## src/rtl/sbm_pkg.sv

```systemverilog
package sbm_pkg;

   typedef enum logic [2:0] {
      CMD_NONE  = 3'd0,
      CMD_DESEL = 3'd1,
      CMD_BEGIN = 3'd2,
      CMD_ADV   = 3'd3,
      CMD_HOLD  = 3'd4
   } cmd_e;

   // low two address bits of burst word number idx starting from start
   function automatic logic [1:0] burst_low(input logic [1:0] start,
                                            input logic [1:0] idx,
                                            input logic       lin);
      logic [1:0] r;
      if (lin) r = start + idx;
      else     r = start ^ idx;
      return r;
   endfunction

endpackage

```

## src/rtl/sbm_burst.sv

```systemverilog
module sbm_burst
   import sbm_pkg::*;
#(
   parameter int ADDR_W = 8
) (
   input  logic              clk,
   input  logic              rst_n,
   input  cmd_e              cmd,
   input  logic [ADDR_W-1:0] ext_addr,
   input  logic              lin,
   output logic              active,
   output logic [ADDR_W-1:0] acc_addr
);

   localparam int HI_W = ADDR_W - 2;

   logic [ADDR_W-1:0] base_q;
   logic [1:0]        step_q;
   logic              act_q;

   always_comb begin
      case (cmd)
         CMD_BEGIN: acc_addr = ext_addr;
         CMD_ADV:   acc_addr = {base_q[ADDR_W-1:2],
                                burst_low(base_q[1:0], step_q + 2'd1, lin)};
         default:   acc_addr = {base_q[ADDR_W-1:2],
                                burst_low(base_q[1:0], step_q, lin)};
      endcase
   end

   always_ff @(posedge clk or negedge rst_n) begin
      if (!rst_n) begin
         base_q <= '0;
         step_q <= '0;
         act_q  <= 1'b0;
      end else begin
         case (cmd)
            CMD_BEGIN: begin
               base_q <= ext_addr;
               step_q <= '0;
               act_q  <= 1'b1;
            end
            CMD_ADV:   step_q <= step_q + 2'd1;
            CMD_DESEL: act_q  <= 1'b0;
            default: ;
         endcase
      end
   end

   assign active = act_q;

   if (HI_W < 1) begin : g_bad_addr
      $error("sbm_burst: ADDR_W must be at least 3");
   end

   p_step_r4: assert property (@(posedge clk) disable iff (!rst_n)
      cmd == CMD_ADV |=> step_q == $past(step_q) + 2'd1);

   p_pause_r5: assert property (@(posedge clk) disable iff (!rst_n)
      cmd == CMD_HOLD |=> $stable(step_q) && $stable(base_q));

   p_desel_r8: assert property (@(posedge clk) disable iff (!rst_n)
      cmd == CMD_DESEL |=> !act_q);

   p_idle_r8: assert property (@(posedge clk) disable iff (!rst_n)
      (!act_q && cmd != CMD_BEGIN) |=> !act_q);

endmodule

```

## config.mk

```make
export PLATFORM = sky130hd
export DESIGN_NAME = sbm_burst
export DESIGN_NICKNAME = d
export VERILOG_FILES = /design/src/rtl/sbm_pkg.sv /design/src/rtl/sbm_burst.sv
export SDC_FILE = /design/constraint.sdc
export NUM_CORES = 1
export LEC_CHECK = 0
export BUFFER_PORTS_ARGS = -buffer_cell sky130_fd_sc_hd__buf_2
export CAP_MARGIN = 10
export CORE_AREA = 5 5 42 44
export DETAILED_ROUTE_END_ITERATION = 8
export DIE_AREA = 0 0 47 49
export GPL_TIMING_DRIVEN = 0
export PLACE_DENSITY = 0.79
export SLEW_MARGIN = 25
export SYNTH_ARGS = -nofsm -noshare
export SYNTH_HDL_FRONTEND = slang
export SYNTH_SLANG_ARGS = --single-unit
```

## constraint.sdc

```tcl
create_clock -name clk -period 4.7 [get_ports clk]
set_input_delay 1.175 -clock clk [delete_from_list [all_inputs] [get_ports clk]]
set_output_delay 1.175 -clock clk [all_outputs]
set_load 0.1 [all_outputs]
```

==> metrics.md <==
| Metric | Value |
|---|---|
| DIE AREA | `around 0.0023 sq mm` |
| Hold_buf cts | `0` |
| Most frequent cell on the critical path | `buf_2` |
| Max-Cap Viols | `0` |
| CTS tree | `yes` |
| Least-Margin Pin Slew | `between 0.4 and 0.5 ns` |
| Longest Clk Path Bufs | `2` |
| Ys flop type | `dfrtp_1` |
| Final Slew Violations | `0` |
| Worst Setup End Kind | `output port` |
| Boundary Pins | `23` |
| Vias in the first global route | `~520` |
| Worst path bufs/invs | `4` |
| Flop pwr share | `between 20% and 30%` |
| Worst vdd ir | `between 0.0002 and 0.0003 V` |
| Top delay family on crit path | `buffers and inverters` |
| GPL Wtd Cong | `between 0.7 and 0.8` |
| Syn Area/Cell | `11.9 sq um` |
| Core Area | `between 0.001 and 0.0015 sq mm` |
| Cell Pwr Density | `~540 mW/mm^2` |
| ANT cells | `0` |
| Critical Path Source Type | `input pin` |
| YS warnings | `0` |
| Worst R2R End | `step_q[1]` |
| Worst-path clk slew | `around 0.070 ns` |
| Skew-Pair Late Insertion Delay | `roughly 0.27 ns` |
| Reg2Reg Setup Slack | `3.76 ns` |
| Chip height | `roughly 49 um` |
| Horiz. Die Dim | `approximately 47 um` |
| Synth top area cells | `dfrtp_1 (43%), mux2_1 (18%), mux2_2 (7.0%), nand2_1 (4.1%), ha_1 (3.9%)` |
| Port bufs | `22` |
| Crit path DAT | `about 2.5 ns` |
| Outcome | `finished clean` |
| Clock network power share | `14.9%` |
| Initial antenna violation count | `0` |
| Area leader, netlist | `dfrtp_1` |
| Post-synth cell types | `20` |
| Critical path required time | `approximately 3.5 ns` |
| FF-to-FF Start | `step_q[0]` |
| Fraction of the yosys area taken by sequential cells | `~43%` |
| Post-DP Area | `between 700 and 800 sq um` |
| Slowest stage cell, crit path | `mux2_1` |
| Share of cells above drive strength 1 | `41.3%` |
| Initial DRC Count | `3` |
| Global route total overflow | `0` |
| Post-Syn Area | `between 600 and 700 sq um` |
| FMAX | `roughly 270 MHz` |
| Critical path fanouts, max | `10` |
| Root Driver | `clkbuf_4` |
| Final wirelength | `approximately 1200 um` |
| Final nets | `97` |
| DR vias/cell | `slightly above 5` |
| Sum Neg Setup Slack | `0 ns` |
| WS Path Type | `in -> out` |
| Combinational fraction of design power | `between 50% and 60%` |
| Number of flops mapped to enable cells by yosys | `0` |
| HP Start | `base_q[6]` |
| Clock sink total | `11` |
| Worst-path cell chain | `buf_2, nand2b_1, buf_4, nor2_4, buf_6, mux2_1, buf_2` |
| Design area | `~800 sq um` |
| Period Utilization, post-route | `approximately four fifths` |
| Inserted Clock Buffers | `3` |
| Post-Synthesis Cells | `54` |
| Drt first pass iters | `2` |
| FF-to-FF path depth | `4` |
| Hold Path Depth | `1` |
| Post-CTS Setup Bufs | `0` |
| GR Util All Layers | `a little over an eighth` |
| Detailed-route DRC error count | `0` |
| RSZ-0062 raised after global routing | `no` |
| DR vias | `486` |
| Ys async rst share | `100%` |
| Final setup vio count | `0` |
| Wirelength per Cell | `approximately 13 um` |
| First-pass GRT wire length | `~2200 um` |
| CTS H-tree depth | `1` |
| Layout area overhead | `24.3%` |
| Worst slew margin | `about two thirds` |
| Antenna-violating nets left | `0` |
| Clock Skews | `0.000782 ns` |
| Num rows | `14` |
| Worst Hold Class | `reg -> reg` |
| P_int | `about 210 uW` |
| Post-CTS sizing | `0` |
| Min Tclk post-route | `between 3 and 4 ns` |
| CP max stage delay | `about 0.33 ns` |
| Syn_nets | `70` |
| Leakage | `roughly 0.00039 uW` |
| Yosys top cell area share | `about 43%` |
| Worst hold endpoint | `base_q[6]` |
| Sw Share | `a little over 50%` |
| Final Hold Fails | `0` |
| Sw power | `between 200 and 250 uW` |
| Starting Density | `45.9%` |
| Yosys reg bits | `11` |
| Post-detail-place hpwl | `approximately 900 um` |
| Largest net degree at the start of global routing | `12` |
-- metal layers --
| layer | track usage (%) | share of wire (%) |
|---|---|---|
| met5 | 0 | 0 |
| met4 | 8.29 | 2.9 |
| met3 | 2.21 | 7.0 |
| met2 | 20.8 | 48 |
| met1 | 17.1 | 42 |
-- cell usage after synthesis (2+ instances only) --
master and number:
dfrtp_1 11, nand2_1 7, mux2_2 4, o21ai_0 4
nor2b_1 3, mux2_1 10, ha_1 2
-- through the flow --
stage | total power (uW) | worst slack (ns) | utilization, % | hold WS, ns | instances
after floorplan | 336 | 0.576 | - | 0.450 | 54
after global placement | 367 | 0.995 | 55.2 | 0.460 | 92
after detailed placement | 372 | 0.993 | 55.2 | 0.472 | 92
after CTS | 440 | 0.984 | 57.1 | 0.491 | 96
after global routing | 461 | 0.930 | 57.1 | 0.526 | 96
final | 434 | 0.988 | 57.1 | 0.490 | 96
-- cell type report --
type,instances,area (sq um)
sequential,11,275
inverter,1,3.75
buffer,2,18.8
tap,16,20.0
multi-input combinational,40,345
timing repair buffer,22,110
clock buffer,4,26.3
fill,136,602
-- power groups by stage --
stage / registers [uW] / clock network (uW) / logic [uW]
2_1_floorplan: 134 / 0 / 202
3_3_place_gp: 128 / 0 / 239
3_5_place_dp: 130 / 0 / 242
4_1_cts: 129 / 67.9 / 243
5_1_grt: 131 / 72.3 / 257
6_report: 128 / 64.8 / 241
-- worst max-delay path by stage --
stage	slack, ns	to	start	cells after the start
finish	0.99	acc_addr[7]	cmd[2]	7
detailed placement	0.99	acc_addr[7]	cmd[2]	7
global route	0.93	acc_addr[2]	cmd[2]	7
global placement	0.99	acc_addr[5]	cmd[2]	7
CTS	0.98	acc_addr[7]	cmd[2]	7
floorplan	0.58	acc_addr[0]	cmd[2]	3
-- layout by cell type, fill, tap and decap left out --
master and instances:
buf_2 22, dfrtp_1 11, mux2_1 10, nand2_1 7, o21ai_0 4, mux2_2 4
nor2b_1 3, clkbuf_4 3, ha_1 2, nand2b_1 1, buf_4 1, a211oi_1 1
a21oi_1 1, nor2_4 1, buf_6 1, inv_1 1, xnor2_2 1, xnor3_1 1
mux2i_1 1, xor2_1 1, o21ai_1 1, nor3_1 1, clkbuf_1 1
-- worst reg2reg max path: stages (launching register included) --
cell and delay, ns:
dfrtp_1 0.41, inv_1 0.13, nor3_1 0.07, o21ai_0 0.15, nand2_1 0.07
-- kinds of logic (layout without fill, tap and decap cells) --
logic type,Yosys count,after routing,share of synthesized area [%]
simple gates,13,13,10.5
xor+xnor,3,3,7.39
mux,15,15,26.1
compound gates,7,7,5.84
fa+ha+maj,2,2,3.89
flops,11,11,42.8
buf+inv,3,29,3.50
-- state kept, by name, summed over array words and instances (netlist names) --
register,cells
base_q,8
active,1
step_q,2
(Power assumes the default switching activity.)
